`src/rtl/tokdes_pkg.sv`:
```
package tokdes_pkg;
  localparam int FLIT_W    = 16;
  localparam int UNIT_W    = 2;
  localparam int OFF_W     = 8;
  localparam int INL_OFF_W = OFF_W - 1;
  localparam int ACT_W     = 3;
  localparam int OP_W      = 3;
  localparam int ADDR_W    = 10;
  localparam int KIND_W    = 3;

  typedef enum logic [KIND_W-1:0] {
    TK_DYAD   = 3'd0,
    TK_MONO   = 3'd1,
    TK_INLINE = 3'd2,
    TK_MEM    = 3'd3,
    TK_RAW    = 3'd4
  } tok_kind_e;

  typedef enum logic {
    ST_HDR  = 1'b0,
    ST_DATA = 1'b1
  } rx_state_e;

  typedef struct packed {
    tok_kind_e             kind;
    logic [UNIT_W-1:0]     unit;
    logic                  port;
    logic [OFF_W-1:0]      offset;
    logic [ACT_W-1:0]      act;
    logic [OP_W-1:0]       memop;
    logic [ADDR_W-1:0]     addr;
    logic [FLIT_W-1:0]     data;
    logic [FLIT_W-1:0]     hdr;
  } tok_t;
endpackage

```
`src/rtl/tokdes_classify.sv`:
```
module tokdes_classify
  import tokdes_pkg::*;
(
  input  logic [FLIT_W-1:0] hdr,
  input  logic [FLIT_W-1:0] data_in,
  output tok_t              tok,
  output logic              single
);
  localparam int TOP = FLIT_W - 1;

  always_comb begin
    tok     = '0;
    tok.hdr = hdr;
    single  = 1'b0;
    if (hdr[TOP]) begin
      tok.kind  = TK_MEM;
      tok.unit  = hdr[TOP-1 -: UNIT_W];
      tok.memop = hdr[TOP-1-UNIT_W -: OP_W];
      tok.addr  = hdr[ADDR_W-1:0];
      tok.data  = data_in;
    end else if (!hdr[TOP-1]) begin
      tok.kind   = TK_DYAD;
      tok.port   = hdr[TOP-2];
      tok.unit   = hdr[TOP-3 -: UNIT_W];
      tok.offset = hdr[ACT_W +: OFF_W];
      tok.act    = hdr[ACT_W-1:0];
      tok.data   = data_in;
    end else if (!hdr[TOP-2]) begin
      tok.kind   = TK_MONO;
      tok.unit   = hdr[TOP-3 -: UNIT_W];
      tok.offset = hdr[ACT_W +: OFF_W];
      tok.act    = hdr[ACT_W-1:0];
      tok.data   = data_in;
    end else if (hdr[TOP-5 -: 2] == 2'b10) begin
      tok.kind   = TK_INLINE;
      tok.unit   = hdr[TOP-3 -: UNIT_W];
      tok.offset = {1'b0, hdr[2 +: INL_OFF_W]};
      single     = 1'b1;
    end else begin
      tok.kind = TK_RAW;
      tok.data = data_in;
    end
  end
endmodule

```
`src/rtl/tokdes_ctrl.sv`:
```
module tokdes_ctrl
  import tokdes_pkg::*;
(
  input  logic              clk,
  input  logic              rst,
  input  logic              in_valid,
  input  logic [FLIT_W-1:0] in_flit,
  input  logic              out_free,
  input  logic              single,
  output logic              in_ready,
  output logic [FLIT_W-1:0] hdr_sel,
  output logic [FLIT_W-1:0] data_sel,
  output logic              load
);
  rx_state_e         st;
  logic [FLIT_W-1:0] hdr_q;
  logic              fire;

  assign in_ready = out_free;
  assign fire     = in_valid & in_ready;
  assign hdr_sel  = (st == ST_DATA) ? hdr_q : in_flit;
  assign data_sel = (st == ST_DATA) ? in_flit : '0;
  assign load     = fire & ((st == ST_DATA) | single);

  always_ff @(posedge clk) begin
    if (rst) begin
      st    <= ST_HDR;
      hdr_q <= '0;
    end else if (fire) begin
      if (st == ST_HDR) begin
        if (!single) begin
          st    <= ST_DATA;
          hdr_q <= in_flit;
        end
      end else begin
        st <= ST_HDR;
      end
    end
  end


  hdr_to_data_chk: assert property (@(posedge clk) disable iff (rst)
    (st == ST_HDR && fire && !single) |=> (st == ST_DATA && hdr_q == $past(in_flit)));

  stall_keep_chk: assert property (@(posedge clk) disable iff (rst)
    (st == ST_DATA && !fire) |=> (st == ST_DATA && $stable(hdr_q)));

  inline_stay_chk: assert property (@(posedge clk) disable iff (rst)
    (st == ST_HDR && fire && single) |=> (st == ST_HDR));

  ctrl_reset_chk: assert property (@(posedge clk)
    rst |=> (st == ST_HDR));
endmodule

```
`src/rtl/tokdes_outreg.sv`:
```
module tokdes_outreg
  import tokdes_pkg::*;
(
  input  logic clk,
  input  logic rst,
  input  logic load,
  input  tok_t tok_in,
  input  logic tok_ready,
  output logic tok_valid,
  output tok_t tok_q
);
  always_ff @(posedge clk) begin
    if (rst) begin
      tok_valid <= 1'b0;
      tok_q     <= '0;
    end else if (load) begin
      tok_valid <= 1'b1;
      tok_q     <= tok_in;
    end else if (tok_ready) begin
      tok_valid <= 1'b0;
    end
  end


  hold_stable_chk: assert property (@(posedge clk) disable iff (rst)
    (tok_valid && !tok_ready) |=> (tok_valid && $stable(tok_q)));

  no_overwrite_chk: assert property (@(posedge clk) disable iff (rst)
    load |-> (!tok_valid || tok_ready));

  appear_next_chk: assert property (@(posedge clk) disable iff (rst)
    load |=> tok_valid);

  out_reset_chk: assert property (@(posedge clk)
    rst |=> !tok_valid);
endmodule

```
`src/rtl/flit_token_deser.sv`:
```
module flit_token_deser
  import tokdes_pkg::*;
(
  input  logic                 clk,
  input  logic                 rst,
  input  logic                 in_valid,
  output logic                 in_ready,
  input  logic [FLIT_W-1:0]    in_flit,
  output logic                 tok_valid,
  input  logic                 tok_ready,
  output logic [KIND_W-1:0]    tok_kind,
  output logic [UNIT_W-1:0]    tok_unit,
  output logic                 tok_port,
  output logic [OFF_W-1:0]     tok_offset,
  output logic [ACT_W-1:0]     tok_act,
  output logic [OP_W-1:0]      tok_memop,
  output logic [ADDR_W-1:0]    tok_addr,
  output logic [FLIT_W-1:0]    tok_data,
  output logic [FLIT_W-1:0]    tok_hdr
);
  logic              out_free;
  logic              single;
  logic              load;
  logic [FLIT_W-1:0] hdr_sel;
  logic [FLIT_W-1:0] data_sel;
  tok_t              tok_dec;
  tok_t              tok_q;

  assign out_free = ~tok_valid | tok_ready;

  tokdes_ctrl u_ctrl (
    .clk      (clk),
    .rst      (rst),
    .in_valid (in_valid),
    .in_flit  (in_flit),
    .out_free (out_free),
    .single   (single),
    .in_ready (in_ready),
    .hdr_sel  (hdr_sel),
    .data_sel (data_sel),
    .load     (load)
  );

  tokdes_classify u_cls (
    .hdr     (hdr_sel),
    .data_in (data_sel),
    .tok     (tok_dec),
    .single  (single)
  );

  tokdes_outreg u_out (
    .clk       (clk),
    .rst       (rst),
    .load      (load),
    .tok_in    (tok_dec),
    .tok_ready (tok_ready),
    .tok_valid (tok_valid),
    .tok_q     (tok_q)
  );

  assign tok_kind   = tok_q.kind;
  assign tok_unit   = tok_q.unit;
  assign tok_port   = tok_q.port;
  assign tok_offset = tok_q.offset;
  assign tok_act    = tok_q.act;
  assign tok_memop  = tok_q.memop;
  assign tok_addr   = tok_q.addr;
  assign tok_data   = tok_q.data;
  assign tok_hdr    = tok_q.hdr;


  raw_zero_chk: assert property (@(posedge clk) disable iff (rst)
    (tok_valid && tok_kind == TK_RAW) |->
      (tok_unit == '0 && !tok_port && tok_offset == '0 && tok_act == '0 &&
       tok_memop == '0 && tok_addr == '0));

  inline_zero_chk: assert property (@(posedge clk) disable iff (rst)
    (tok_valid && tok_kind == TK_INLINE) |-> (tok_data == '0 && tok_act == '0));

  stall_block_chk: assert property (@(posedge clk) disable iff (rst)
    (tok_valid && !tok_ready) |-> !in_ready);
endmodule

```
`config.mk`:
```
export PLATFORM = sky130hd
export DESIGN_NAME = flit_token_deser
export DESIGN_NICKNAME = d
export VERILOG_FILES = /design/src/rtl/tokdes_pkg.sv /design/src/rtl/tokdes_classify.sv /design/src/rtl/tokdes_ctrl.sv /design/src/rtl/tokdes_outreg.sv /design/src/rtl/flit_token_deser.sv
export SDC_FILE = /design/constraint.sdc
export NUM_CORES = 1
export LEC_CHECK = 0
export ABC_AREA = 0
export BUFFER_PORTS_ARGS = -buffer_cell sky130_fd_sc_hd__buf_2
export CAP_MARGIN = 30
export CORE_MARGIN = 4
export CORE_UTILIZATION = 52
export DETAILED_ROUTE_END_ITERATION = 8
export PLACE_DENSITY = 0.87
export RECOVER_POWER = 50
export SYNTH_ARGS = -nofsm -noshare
export SYNTH_HDL_FRONTEND = slang
export SYNTH_SLANG_ARGS = --single-unit
```
`constraint.sdc`:
```
create_clock -name clk -period 2.3 [get_ports clk]
set_clock_uncertainty 0.05 [all_clocks]
set_input_delay 0.115 -clock clk [delete_from_list [all_inputs] [get_ports clk]]
set_output_delay 0.115 -clock clk [all_outputs]
set_load 0.01 [all_outputs]
```
Yosys cells after proc, flatten, opt, wreduce, memory -nomap -nowiden
Cells that the tools add are included.
{"block": "classes", "eq_ne": 1, "n_bitwise": 7, "mux": 26, "n_reduce_logical": 2}
{"cell": "16-bit two-way mux", "n": 6}
{"cell": "5-bit two-way mux", "n": 3}
{"cell": "13-bit two-way mux", "n": 1}
{"cell": "12-bit two-way mux", "n": 1}
{"cell": "11-bit two-way mux", "n": 1}
{"cell": "1-bit two-way mux", "n": 9}
{"cell": "8-bit two-way mux", "n": 1}
{"cell": "7-bit two-way mux", "n": 1}
{"cell": "3-bit two-way mux", "n": 2}
{"cell": "1-bit inverter", "n": 3}
{"cell": "3-bit AND reduction", "n": 1}
{"cell": "1-bit bitwise AND", "n": 2}
{"cell": "2-bit equality test (second input constant)", "n": 1}
{"cell": "2-bit two-way mux", "n": 1}
{"cell": "1-bit bitwise OR", "n": 2}
{"cell": "2-bit nonzero test", "n": 1}
{"block": "totals", "in_bits": 20, "elab_cells": 48, "ff_bits": 80}

Longest topological paths before layout
Gate-level depths: netlist (run 1).
{"block": "depth", "depth_word": 9, "mapped_depth": 7}

By module
A second synthesis (run 1) with hierarchy kept.
{"block": "hier_totals", "hier_cells": 394, "hier_area_um2": 3980.1}
{"module": "tokdes_outreg", "cells_each": 204, "n_inst": 1, "area_each_um2": 2289.7}
{"module": "tokdes_ctrl", "cells_each": 111, "n_inst": 1, "area_each_um2": 1107.3}
{"module": "tokdes_classify", "cells_each": 78, "n_inst": 1, "area_each_um2": 576.8}
{"module": "flit_token_deser", "cells_each": 1, "n_inst": 1, "area_each_um2": 6.3}

Worst setup path before layout (run 1)
OpenSTA, ideal clock, no wires.
{"block": "synth_timing", "path_kind": "register to register", "start": "register u_ctrl.st", "end": "register u_out.tok_q[57] (netlist name)", "setup_time_ns": 0.058, "path_slack_ns": 0.701, "stages_incl_launch_ff": 6, "n_path_buf": 2, "arrival_time_ns": 1.490, "period_less_slack_ns": 1.599, "path_cell_list": "dfxtp_1 buf_2 buf_4 mux2_2 a211oi_1 o221a_2"}
{"block": "synth_via", "elab_chain_len": 8, "word_cells_on_any_way": 12}
{"element": "start, declared", "line_no": "tokdes_ctrl.sv:15", "text": "rx_state_e st;"}
{"element": "start signal, assigned", "line_no": "tokdes_ctrl.sv:27", "text": "st <= ST_HDR;"}
{"element": "start signal, assigned", "line_no": "tokdes_ctrl.sv:32", "text": "st <= ST_DATA;"}
{"element": "start signal, assigned", "line_no": "tokdes_ctrl.sv:36", "text": "st <= ST_HDR;"}
{"element": "16-bit two-way mux", "line_no": "tokdes_ctrl.sv:21", "text": "assign hdr_sel = (st == ST_DATA) ? hdr_q : in_flit;"}
{"element": "2-bit equality test", "line_no": "tokdes_classify.sv:34", "text": "end else if (hdr[TOP-5 -: 2] == 2'b10) begin"}
{"element": "1-bit two-way mux", "line_no": "tokdes_classify.sv:34"}
{"element": "1-bit two-way mux", "line_no": "tokdes_classify.sv:28", "text": "end else if (!hdr[TOP-2]) begin"}
{"element": "1-bit two-way mux", "line_no": "tokdes_classify.sv:21", "text": "end else if (!hdr[TOP-1]) begin"}
{"element": "1-bit two-way mux", "line_no": "tokdes_classify.sv:15", "text": "if (hdr[TOP]) begin"}
{"element": "1-bit bitwise OR", "line_no": "tokdes_ctrl.sv:23", "text": "assign load = fire & ((st == ST_DATA) | single);"}
{"element": "1-bit bitwise AND", "line_no": "tokdes_ctrl.sv:23"}
Parallel ways exist; a longest one is shown, timed or not.
A chain may end at the register's enable or synchronous reset.

Worst setup path after layout (run 1)
{"block": "layout_timing", "start": "input port in_flit[10]", "end": "register u_ctrl.hdr_q[4]"}
{"block": "layout_via", "elab_chain_len": 8}
{"element": "start, declared", "line_no": "flit_token_deser.sv:8", "text": "input logic [FLIT_W-1:0] in_flit,"}
{"element": "16-bit two-way mux", "line_no": "tokdes_ctrl.sv:21"}
{"element": "2-bit equality test", "line_no": "tokdes_classify.sv:34"}
{"element": "1-bit two-way mux", "line_no": "tokdes_classify.sv:34"}
{"element": "1-bit two-way mux", "line_no": "tokdes_classify.sv:28"}
{"element": "1-bit two-way mux", "line_no": "tokdes_classify.sv:21"}
{"element": "1-bit two-way mux", "line_no": "tokdes_classify.sv:15"}
{"element": "1-bit inverter (no source line)"}
{"element": "3-bit AND reduction (no source line)"}
{"element": "end signal, assigned", "line_no": "tokdes_ctrl.sv:33", "text": "hdr_q <= in_flit;"}
{"element": "end, declared", "line_no": "tokdes_ctrl.sv:16", "text": "logic [FLIT_W-1:0] hdr_q;"}
Every way passes these cells.

==> results of run 1 <==
synth_stat cells, types with 2 or more instances:
master | count | area [um^2]
sky130_fd_sc_hd__buf_2 | 11 | 55.05
sky130_fd_sc_hd__o21ai_0 | 9 | 45.04
sky130_fd_sc_hd__nor3b_2 | 2 | 25.02
sky130_fd_sc_hd__inv_1 | 4 | 15.01
sky130_fd_sc_hd__dfxtp_1 | 80 | 1602
sky130_fd_sc_hd__or3_1 | 5 | 31.28
sky130_fd_sc_hd__nand2b_1 | 2 | 12.51
sky130_fd_sc_hd__mux2_2 | 8 | 90.09
sky130_fd_sc_hd__nor2_1 | 36 | 135.1
sky130_fd_sc_hd__mux2i_1 | 31 | 310.3
sky130_fd_sc_hd__a21oi_1 | 11 | 55.05
sky130_fd_sc_hd__a211oi_1 | 15 | 112.6
sky130_fd_sc_hd__nand2_1 | 9 | 33.78
sky130_fd_sc_hd__o221a_2 | 2 | 22.52
sky130_fd_sc_hd__a22oi_1 | 7 | 52.55
sky130_fd_sc_hd__clkbuf_1 | 10 | 37.54
sky130_fd_sc_hd__nand4_1 | 2 | 12.51
sky130_fd_sc_hd__nand3_1 | 11 | 55.05
sky130_fd_sc_hd__o2bb2ai_1 | 14 | 122.6
sky130_fd_sc_hd__nor3_1 | 3 | 15.01
sky130_fd_sc_hd__a22o_1 | 16 | 140.1
sequential cells by signal, summed over array words and instances (netlist names):
name / count
u_out.tok_q: 62
u_ctrl.hdr_q: 16
u_ctrl.st: 1
u_out.tok_valid: 1
worst reg2reg max path: cells and delay by family, from the launching register on:
kind                   cells  cell delay (ns)
AO/OA/AOI/OAI              2             0.47
buffers and inverters      1             0.32
flip-flops                 1             0.55
AND/OR/NAND/NOR            2             0.58
where the power goes:
group | total, mW | internal [mW] | leakage (nW) | switching [mW]
registers | 1.49 | 1.45 | 0.651 | 0.0464
clock network | 0.954 | 0.403 | 0.0866 | 0.552
logic | 0.382 | 0.159 | 0.720 | 0.223
layer usage:
metal / track usage [%] / vias up
li1: - / 1321
met1: 26.97 / 1298
met2: 37.35 / 104
met3: 7.397 / 16
met4: 6.906 / 0
met5: 0 / -
final cells by class:
class	count	area, um^2
Clock buffer	9	123.9
Clock inverter	7	55.05
Fill cell	523	2091
Inverter	4	15.01
Multi-Input combinational cell	199	1405
Sequential cell	80	1602
Tap cell	75	93.84
Timing Repair Buffer	106	535.5
kinds of logic (layout without fill, tap and decap cells):
kind of cell,count (synthesis),in the layout
compound gates,84,84
flops,80,80
buf+inv,29,126
mux,39,39
simple gates,76,76
what timing repair did:
item | CTS | global route
setup buffers | 0 | 0
hold endpoints to repair | 18 | 0
hold buffers | 12 | 0
worst max-delay path by stage:
stage / start / endpoint / slack (ns)
floorplan: u_ctrl.st / u_out.tok_q[57] / 0.70
detailed placement: u_ctrl.st / u_out.tok_q[31] / 0.30
global placement: u_ctrl.st / u_out.tok_q[16] / 0.39
finish: in_flit[10] / u_ctrl.hdr_q[4] / 0.11
CTS: u_ctrl.st / u_out.tok_q[31] / 0.29
global route: in_flit[10] / u_ctrl.hdr_q[14] / 0.03
metrics by stage:
stage / setup slack [ns] / power [mW] / cells
after detailed placement: 0.3005 / 1.905 / 452
after global routing: 0.02552 / 2.941 / 480
final: 0.1053 / 2.831 / 480
after CTS: 0.2872 / 2.849 / 480
after floorplan: 0.7011 / 1.772 / 308
after global placement: 0.3941 / 1.893 / 452
==> impl_results.rst, run 1 <==
.. list-table::
   :header-rows: 1

   * - Metric
     - Value
   * - Count of distinct cell types in the synthesized netlist
     - 41
   * - CTS Sinks
     - 80
   * - Xor/xnor cell area share of the yosys netlist
     - 0%
   * - Worst reg2reg setup slack
     - 0.28 ns
   * - Number of pins exceeding their max-slew limit in the final report
     - 0
   * - 1st-pass router iterations
     - 5
   * - Detailed-placement wirelength estimate
     - 5.640 mm
   * - First-pass GRT wire length
     - between 10 and 15 mm
   * - Via density per instance
     - about 5.7
   * - Port Buf Inserts
     - 83
   * - CP max stage delay
     - 0.55 ns
   * - Routed via count
     - 2,739
   * - Syn Inst Count
     - 308
   * - Met3 wire length
     - 572 um
   * - Width of the die
     - ~86 um
   * - Pin count of the biggest net entering global routing
     - 42
   * - Setup violation total in the final timing report
     - 0
   * - Site row count
     - 28
   * - CP required
     - 2.49 ns
   * - Synthesized Nets
     - approximately 330
   * - Fraction of registers with async set/reset
     - 0%
   * - Detailed Route Iter0 Violations
     - 150
   * - RR Endpoint
     - u_out.tok_q[57]
   * - Adder-cell share of the synthesized area
     - 0%
   * - Via count of the first global-routing pass
     - 2,656
   * - Crit path buf inv count
     - 3
   * - Worst slew margin relative to its limit
     - 51.91%
   * - Syn Std Cell Area
     - 3173 um^2
   * - Reg-to-reg critical path startpoint
     - u_ctrl.st
   * - Leading cell types in the layout, fill and taps excluded
     - sky130_fd_sc_hd__dfxtp_1, sky130_fd_sc_hd__clkbuf_1, sky130_fd_sc_hd__nor2_1, sky130_fd_sc_hd__mux2i_1, sky130_fd_sc_hd__buf_2
   * - Worst slew pin tran
     - 0.7013 ns
   * - Endpoint arrival time on the critical path
     - between 2 and 2.5 ns
   * - Mean routed wirelength per cell
     - roughly 17 um
   * - Run status
     - finished clean
   * - Cell with the largest stage delay on the worst path
     - sky130_fd_sc_hd__o2111ai_1
   * - Global placer's final weighted congestion
     - 0.8740
   * - Max Root-Sink Buffers
     - 2
   * - Kind of critical path
     - in2reg
   * - Setup repair after global routing missed its margin
     - false
   * - Total leakage power
     - 1.458 nW
   * - Max Clock Freq
     - approximately 460 MHz
   * - Mux contribution to synthesized area
     - 12.62%
   * - Worst VDD drop
     - 0.4719 mV
   * - Synthesized-area fraction occupied by ao, oa, aoi and oai cells
     - around a fifth
   * - Count of cells resized by post-cts repair
     - 0
   * - Critical path depth
     - 7
   * - Die boundary height
     - roughly 86 um
   * - Total clock buffers created by CTS
     - 9
   * - Total congestion overflow
     - 0
   * - Category of the worst setup path capture point
     - flip-flop
   * - Ratio of cells with drive above 1 in the final layout
     - 15.31%
   * - Number of I/O pins
     - 84
   * - Endpoint of the worst hold-timing path
     - u_out.tok_q[25]
   * - Maximum fanout along the worst path
     - 12
   * - Logic depth of the worst register-to-register path
     - 5
   * - Final period util
     - 95.42%
   * - Clock transition at path regs
     - 0.09 ns
   * - HP Start
     - in_flit[9]
   * - Final core utilization
     - between 60% and 70%
   * - Simple-gate share of the synthesized area
     - 11.75%
   * - Met1 WL
     - 3.422 mm
   * - Nets@finish
     - 420
   * - Flops & latches, synth
     - 80
   * - GRT Resource Usage Total
     - 22.27%
   * - Synthesized area divided by synthesized cell count
     - 10.30 um^2
   * - Warnings from Yosys
     - 0
   * - Most frequent standard cell in the layout excluding fill and tap cells
     - sky130_fd_sc_hd__dfxtp_1
   * - # H-tree levels
     - 3
   * - Cells along the critical path
     - dlygate4sd3_1 -> buf_2 -> or3b_4 -> o2111ai_1 -> buf_4 -> mux2i_1 -> nor2_1
   * - Share of synthesized area occupied by flip-flops and latches
     - 50.47%
   * - Die Footprint
     - 7416 um^2
   * - HP Class
     - in2reg
   * - WL final
     - 8.096 mm
   * - Number of flops mapped to enable cells by yosys
     - 0
   * - Final Hold Slack
     - 0.01707 ns
   * - DRT antenna net count
     - 0
   * - Remaining routing DRC violations
     - 0
   * - Hold violation count in the final report
     - 0
   * - Total of max-cap violations
     - 0
   * - Starting Density
     - 53.59%
   * - Antenna violations before repair
     - 0
   * - Syn-to-layout area delta
     - 20.70%
   * - TNS Setup
     - 0 ns
   * - Clock latency on the worst-skew pair
     - 0.36 ns
   * - N_diodes
     - 0
   * - Met2 WL
     - between 3 and 4 mm
   * - Number of stages on the worst hold path
     - 2
   * - Dominant delay contributor by cell family on the critical path
     - buffers and inverters
   * - P per Cell Area
     - roughly 740 nW/um^2
   * - Core box area
     - 5921 um^2
   * - CTS tree
     - done
   * - Placement-stage cell area
     - 3638 um^2
   * - Uppermost layer routed
     - met4
   * - Largest family of logic cells by synthesized area
     - compound AO/OA/AOI/OAI gates
   * - Final Cell Area
     - 3830 um^2
   * - Most common flop cell mapped by yosys
     - sky130_fd_sc_hd__dfxtp_1
   * - Root Driver
     - sky130_fd_sc_hd__clkbuf_8
   * - Final Critical Period
     - 2.195 ns
   * - Worst setup SP type
     - primary input
Note: power is estimated with default switching activity, not from simulation.
==> run 2, diff against run 1 <==
--- a/config.mk
+++ b/config.mk
@@ -11,5 +11,5 @@
 export CORE_MARGIN = 4
-export CORE_UTILIZATION = 52
+export CORE_UTILIZATION = 25
 export DETAILED_ROUTE_END_ITERATION = 8
-export PLACE_DENSITY = 0.87
+export PLACE_DENSITY = 0.52
 export RECOVER_POWER = 50
==> constraint.sdc (replaced) <==
create_clock -name clk -period 2.8 [get_ports clk]
set_clock_uncertainty 0.05 [all_clocks]
set_input_delay 0.28 -clock clk [delete_from_list [all_inputs] [get_ports clk]]
set_output_delay 0.28 -clock clk [all_outputs]
set_load 0.01 [all_outputs]
==> run 2 against run 1 <==
Effect of this change:
- via count down 5.2%
- first-iteration DRC count is 13% lower
- die area rose by 96%
==> impl_results.rst, run 2 (synthesized netlist as in run 1, its figures left out) <==
.. list-table::
   :header-rows: 1

   * - Metric
     - Value
   * - Setup repair after global routing missed its margin
     - false
   * - CP max stage delay
     - 0.63 ns (+0.08 ns)
   * - CTS Sinks
     - 80 (unchanged)
   * - Cells along the critical path
     - a21o_1 -> o2111a_1 -> clkbuf_2 -> nand3_1 -> o21ai_0
   * - Total of max-cap violations
     - 0 (unchanged)
   * - Number of placed instances with taps included
     - 541 (+20%)
   * - Clock latency on the worst-skew pair
     - 0.33 ns (-0.03 ns)
   * - Global placer's final weighted congestion
     - 0.7972 (-8.8%)
   * - Starting Density
     - 25.98% (-28 points)
   * - Die Footprint
     - 14,560 um^2 (+96%)
   * - Worst setup SP type
     - flip-flop
   * - Hold violation count in the final report
     - 0 (unchanged)
   * - Core box area
     - 12,210 um^2 (+110%)
   * - Final Critical Period
     - 2.382 ns
   * - Number of pins exceeding their max-slew limit in the final report
     - 0 (unchanged)
   * - TNS Setup
     - 0 ns (unchanged)
   * - Max Root-Sink Buffers
     - 2 (unchanged)
   * - Setup violation total in the final timing report
     - 0 (unchanged)
   * - Nets@finish
     - 404 (-3.8%)
   * - Root Driver
     - sky130_fd_sc_hd__clkbuf_16
   * - Die boundary height
     - 120.7 um (+40%)
   * - Via count of the first global-routing pass
     - 2,599 (-2.1%)
   * - GRT Resource Usage Total
     - 12.99% (-9.3 points)
   * - Site row count
     - 40 (+43%)
   * - Routed via count
     - 2,597 (-5.2%)
   * - Final period util
     - 85.08%
   * - Total clock buffers created by CTS
     - 9 (unchanged)
   * - Number of I/O pins
     - 84 (unchanged)
   * - Largest registers in the final layout
     - u_out.tok_q: 62 flops, u_ctrl.hdr_q: 16 flops
   * - Run status
     - finished clean
   * - Final core utilization
     - 31.90% (-33 points)
   * - Reg-to-reg critical path startpoint
     - u_ctrl.st
   * - Via density per instance
     - 4.679 (-18%)
   * - Worst slew pin tran
     - 0.7920 ns (+0.09069 ns)
   * - CP required
     - 3.00 ns (+0.51 ns)
   * - Total Power
     - 2.583 mW (-8.8%)
   * - Worst slew margin relative to its limit
     - 47.20% (-4.7 points)
   * - Final Hold Slack
     - 0.1562 ns (+0.1391 ns)
   * - WL final
     - 9.434 mm (+17%)
   * - Worst VDD drop
     - 0.2145 mV (-55%)
   * - Syn-to-layout area delta
     - 22.75%
   * - HP Start
     - in_flit[1]
   * - Endpoint arrival time on the critical path
     - 2.59 ns (+0.21 ns)
   * - Max Clock Freq
     - 419.8 MHz
   * - Most frequent standard cell in the layout excluding fill and tap cells
     - sky130_fd_sc_hd__dfxtp_1
   * - HP Class
     - in2reg
   * - Pin count of the biggest net entering global routing
     - 41 (-2.4%)
   * - 1st-pass router iterations
     - 4 (-1)
   * - Cell with the largest stage delay on the worst path
     - sky130_fd_sc_hd__dfxtp_1
   * - Register containing the most flip-flops in the final layout
     - u_out.tok_q
   * - N_diodes
     - 0 (unchanged)
   * - Kind of critical path
     - reg2reg
   * - Detailed-placement wirelength estimate
     - 6.786 mm (+20%)
   * - Total congestion overflow
     - 0 (unchanged)
   * - Category of the worst setup path capture point
     - flip-flop
   * - Total leakage power
     - 1.431 nW (-1.9%)
   * - CTS tree
     - done
   * - Remaining routing DRC violations
     - 0 (unchanged)
   * - Clock transition at path regs
     - 0.06 ns (-0.03 ns)
   * - Detailed Route Iter0 Violations
     - 130 (-13%)
   * - Leading cell types in the layout, fill and taps excluded
     - sky130_fd_sc_hd__dfxtp_1, sky130_fd_sc_hd__clkbuf_1, sky130_fd_sc_hd__nor2_1, sky130_fd_sc_hd__mux2i_1, sky130_fd_sc_hd__buf_2
   * - Maximum fanout along the worst path
     - 36 (+24)
   * - Finished Layout Cells
     - 555 (+16%)
   * - Mean routed wirelength per cell
     - 17.00 um (+0.78%)
   * - P per Cell Area
     - 663.2 nW/um^2 (-10%)
   * - Width of the die
     - 120.7 um (+40%)
   * - Antenna violations before repair
     - 0 (unchanged)
   * - Count of cells resized by post-cts repair
     - 0 (unchanged)
   * - Max FFs per register
     - 62 (unchanged)
   * - CP Launch Point
     - u_ctrl.st
   * - Ratio of cells with drive above 1 in the final layout
     - 14.47% (-0.84 points)
   * - Count of hold-fix buffers inserted at cts
     - 0 (-12)
   * - DRT antenna net count
     - 0 (unchanged)
   * - First-pass GRT wire length
     - 14.51 mm (+13%)
   * - Post-CTS setup buffer count
     - 0 (unchanged)
   * - Port Buf Inserts
     - 83 (unchanged)
   * - Worst reg2reg setup slack
     - 0.42 ns (+0.14 ns)
   * - # H-tree levels
     - 3 (unchanged)
## run 2: through the flow
| step | cell area [um^2] | setup slack [ns] |
|---|---|---|
| 6_report | 3895 | 0.4179 |
| 4_1_cts | 3980 | 0.4968 |
| 2_1_floorplan | 3173 | 1.201 |
| 5_1_grt | 3895 | 0.1542 |
| 3_5_place_dp | 3725 | 0.5399 |
| 3_3_place_gp | 3725 | 0.6080 |
## run 2: final timing paths
check / end / depth (start not counted)
min: u_out.tok_q[17] / 2
max reg2reg: u_out.tok_q[53] / 5
max: u_out.tok_q[53] / 5
min reg2reg: u_out.tok_q[44] / 2
## run 2: layout make-up
cell class	count	area (um^2)
multi-input combinational	199	1430
tap	168	210.2
fill	1339	8317
timing repair buffer	90	382.9
sequential	80	1602
clock buffer	13	250.2
inverter	4	15.01
clock inverter	1	5.005
## run 2: power by group
group / leakage (nW) / total, mW / internal [mW] / switching (mW)
sequential: 0.651 / 1.23 / 1.19 / 0.0407
combinational: 0.654 / 0.307 / 0.118 / 0.189
clock: 0.126 / 1.04 / 0.614 / 0.430
total: 1.43 / 2.58 / 1.92 / 0.660
## run 2: layer usage
layer  track usage (%)  share of wire [%]  up-vias  wire [um]
met5                 0                  0        -          0
met4             3.683               0.31        0         29
met3             4.350                4.7        4        440
met2             20.40                 48       68       4532
met1             17.02                 47     1237       4431
li1                  -                  -     1288          -
## run 2: critical path, delay by kind of cell, from the launching register on
family                 cells  cell delay [ns]
AOI/OAI and AO/OA          3             0.65
DFF                        1             0.63
buffers and inverters      1             0.59
and+or+nand+nor            1             0.38
==> run 3, diff against run 2 <==
Settings changed: CORE_UTILIZATION 25 to 40, PLACE_DENSITY 0.52 to 0.71.
==> run 3 against run 2 <==
Effect of this change:
- critical endpoint is now u_out.tok_q[50]
- via count about the same
- hold slack lost 0.016 ns
- sequential power is essentially flat
- largest power group unchanged
- fmax up 7.7%
- non-clock buffer count decreased by 1
==> impl_results.rst, run 3 (synthesized netlist as in run 1, its figures left out) <==
.. list-table::
   :header-rows: 1

   * - Metric
     - Value
   * - Pin count of the biggest net entering global routing
     - 42 (+2.4%)
   * - Category of the worst setup path capture point
     - flip-flop
   * - Die boundary height
     - 97.07 um (-20%)
   * - Final worst slack
     - 0.5879 ns (+0.1701 ns)
   * - 1st-pass router iterations
     - 4 (unchanged)
   * - Root Driver
     - sky130_fd_sc_hd__clkbuf_8
   * - Worst reg2reg setup slack
     - 0.59 ns (+0.17 ns)
   * - HP Class
     - in2reg
   * - First-pass GRT wire length
     - 12.72 mm (-12%)
   * - Die Footprint
     - 9422 um^2 (-35%)
   * - Largest registers in the final layout
     - u_out.tok_q: 62 flops, u_ctrl.hdr_q: 16 flops
   * - Clock latency on the worst-skew pair
     - 0.35 ns (+0.02 ns)
   * - Endpoint of the worst setup timing path
     - u_out.tok_q[50]
   * - Clock transition at path regs
     - 0.08 ns (+0.02 ns)
   * - Leading cell types in the layout, fill and taps excluded
     - sky130_fd_sc_hd__dfxtp_1, sky130_fd_sc_hd__clkbuf_1, sky130_fd_sc_hd__nor2_1, sky130_fd_sc_hd__mux2i_1, sky130_fd_sc_hd__buf_2
   * - Ratio of cells with drive above 1 in the final layout
     - 15.21% (+0.74 points)
   * - Number of I/O pins
     - 84 (unchanged)
   * - GRT Resource Usage Total
     - 16.67% (+3.7 points)
   * - Final Cell Area
     - 3727 um^2 (-4.3%)
   * - Syn-to-layout area delta
     - 17.47%
   * - Detailed Route Iter0 Violations
     - 104 (-20%)
   * - N_diodes
     - 0 (unchanged)
   * - Reg-to-reg critical path startpoint
     - u_out.tok_valid
   * - Final core utilization
     - 48.24% (+16 points)
   * - Via density per instance
     - 5.298 (+13%)
   * - Mean routed wirelength per cell
     - 16.34 um (-3.9%)
   * - CTS tree
     - done
   * - Final Critical Period
     - 2.212 ns (-0.1701 ns)
   * - Max Clock Freq
     - 452.1 MHz (+7.7%)
   * - Core box area
     - 7727 um^2 (-37%)
   * - Total leakage power
     - 1.398 nW (-2.3%)
   * - Kind of critical path
     - reg2reg
   * - Number of pins exceeding their max-slew limit in the final report
     - 0 (unchanged)
   * - Starting Density
     - 41.06% (+15 points)
   * - Logic depth of the worst register-to-register path
     - 5 (unchanged)
   * - Endpoint arrival time on the critical path
     - 2.42 ns (-0.17 ns)
   * - Hold violation count in the final report
     - 0 (unchanged)
   * - Post-CTS setup buffer count
     - 0 (unchanged)
   * - Final period util
     - 79.00% (-6.1 points)
   * - CP Launch Point
     - u_out.tok_valid
   * - Maximum fanout along the worst path
     - 36 (unchanged)
   * - Port Buf Inserts
     - 83 (unchanged)
   * - Max Root-Sink Buffers
     - 2 (unchanged)
   * - Width of the die
     - 97.07 um (-20%)
   * - Remaining routing DRC violations
     - 0 (unchanged)
   * - Routed via count
     - 2,596 (-0.039%)
   * - Via count of the first global-routing pass
     - 2,467 (-5.1%)
   * - Setup repair after global routing missed its margin
     - false
   * - CP required
     - 3.01 ns (about the same)
   * - Count of cells resized by post-cts repair
     - 0 (unchanged)
   * - Most frequent standard cell in the layout excluding fill and tap cells
     - sky130_fd_sc_hd__dfxtp_1
   * - TNS Setup
     - 0 ns (unchanged)
   * - Run status
     - finished clean
   * - DRT antenna net count
     - 0 (unchanged)
   * - Worst VDD drop
     - 0.3186 mV (+49%)
   * - Cell with the largest stage delay on the worst path
     - sky130_fd_sc_hd__clkbuf_2
   * - Max FFs per register
     - 62 (unchanged)
   * - Setup violation total in the final timing report
     - 0 (unchanged)
   * - Worst slew margin relative to its limit
     - 21.16% (-26 points)
   * - CP max stage delay
     - 0.56 ns (-0.07 ns)
   * - Antenna violations before repair
     - 0 (unchanged)
   * - Total of max-cap violations
     - 0 (unchanged)
   * - RR Endpoint
     - u_out.tok_q[50]
   * - # H-tree levels
     - 3 (unchanged)
   * - WL final
     - 8.006 mm (-15%)
   * - Detailed-placement wirelength estimate
     - 5.739 mm (-15%)
   * - Pre-CTS setup slack
     - 0.7107 ns (+0.1708 ns)
   * - Register containing the most flip-flops in the final layout
     - u_out.tok_q
   * - P per Cell Area
     - 616.4 nW/um^2 (-7.1%)
   * - Cells along the critical path
     - nand2b_1 -> o2111a_1 -> clkbuf_2 -> nand3_1 -> o21ai_0
   * - Worst setup SP type
     - flip-flop
   * - Worst slew pin tran
     - 1.183 ns (+0.3907 ns)
   * - Total clock buffers created by CTS
     - 9 (unchanged)
   * - CTS Sinks
     - 80 (unchanged)
   * - Global placer's final weighted congestion
     - 0.8948 (+12%)
   * - Placement-stage cell area
     - 3642 um^2 (-2.2%)
   * - Nets@finish
     - 403 (-0.25%)
   * - Total congestion overflow
     - 0 (unchanged)
   * - Site row count
     - 32 (-20%)
   * - Count of hold-fix buffers inserted at cts
     - 0 (unchanged)
[run 3: changes by cell type in the layout (fill, tap and decap cells not counted)]
cell / change
sky130_fd_sc_hd__buf_2: -1
sky130_fd_sc_hd__buf_4: -2
sky130_fd_sc_hd__buf_8: +1
sky130_fd_sc_hd__clkbuf_1: -2
sky130_fd_sc_hd__clkbuf_16: -9
sky130_fd_sc_hd__clkbuf_8: +9
sky130_fd_sc_hd__clkinv_2: +1
sky130_fd_sc_hd__clkinv_4: +4
sky130_fd_sc_hd__o2111ai_2: +1
sky130_fd_sc_hd__o2111ai_4: -1
[run 3: final cells by class]
cell class	count	area, um^2
Tap cell	102	127.6
Multi-Input combinational cell	199	1419
Clock buffer	10	137.6
Clock inverter	6	45.04
Inverter	4	15.01
Fill cell	772	4000
Timing Repair Buffer	89	381.6
Sequential cell	80	1602
[run 3: per-layer routing]
| layer | global-route usage (%) | up-vias | share of wire (%) |
|---|---|---|---|
| met5 | 0 | - | 0 |
| met4 | 5.832 | 0 | 1.8 |
| met3 | 5.097 | 13 | 5.4 |
| met2 | 27.23 | 70 | 48 |
| met1 | 20.85 | 1224 | 45 |
| li1 | - | 1289 | - |
[run 3: per-stage QoR]
step                std cells  hold slack (ns)  power, mW
detailed placement        474           0.3942      1.564
floorplan                 308           0.3555      1.455
CTS                       490           0.1246      2.330
global route              490           0.1385      2.397
global placement          473           0.3914      1.554
finish                    490           0.1407      2.298
[run 3: worst min-delay path by stage]
stage | from | to | slack [ns] | cells after the start
2_1_floorplan | in_flit[0] | u_out.tok_q[16] | 0.36 | 1
3_3_place_gp | u_out.tok_q[44] | u_out.tok_q[44] | 0.39 | 2
3_5_place_dp | u_out.tok_q[43] | u_out.tok_q[43] | 0.39 | 2
4_1_cts | in_flit[1] | u_out.tok_q[17] | 0.12 | 2
5_1_grt | in_flit[1] | u_out.tok_q[17] | 0.14 | 2
6_report | in_flit[1] | u_out.tok_q[17] | 0.14 | 2
[run 3: critical path, delay by kind of cell, from the launching register on]
family	cells	cell delay, ns
buf+inv	1	0.56
compound gates	2	0.55
simple gates	2	0.62
flops	1	0.32
[run 3: power breakdown]
| group | total [mW] | switching (mW) | leakage (nW) | internal, mW |
|---|---|---|---|---|
| sequential | 1.22 | 0.0344 | 0.651 | 1.19 |
| combinational | 0.302 | 0.185 | 0.651 | 0.118 |
| clock | 0.772 | 0.423 | 0.0962 | 0.349 |
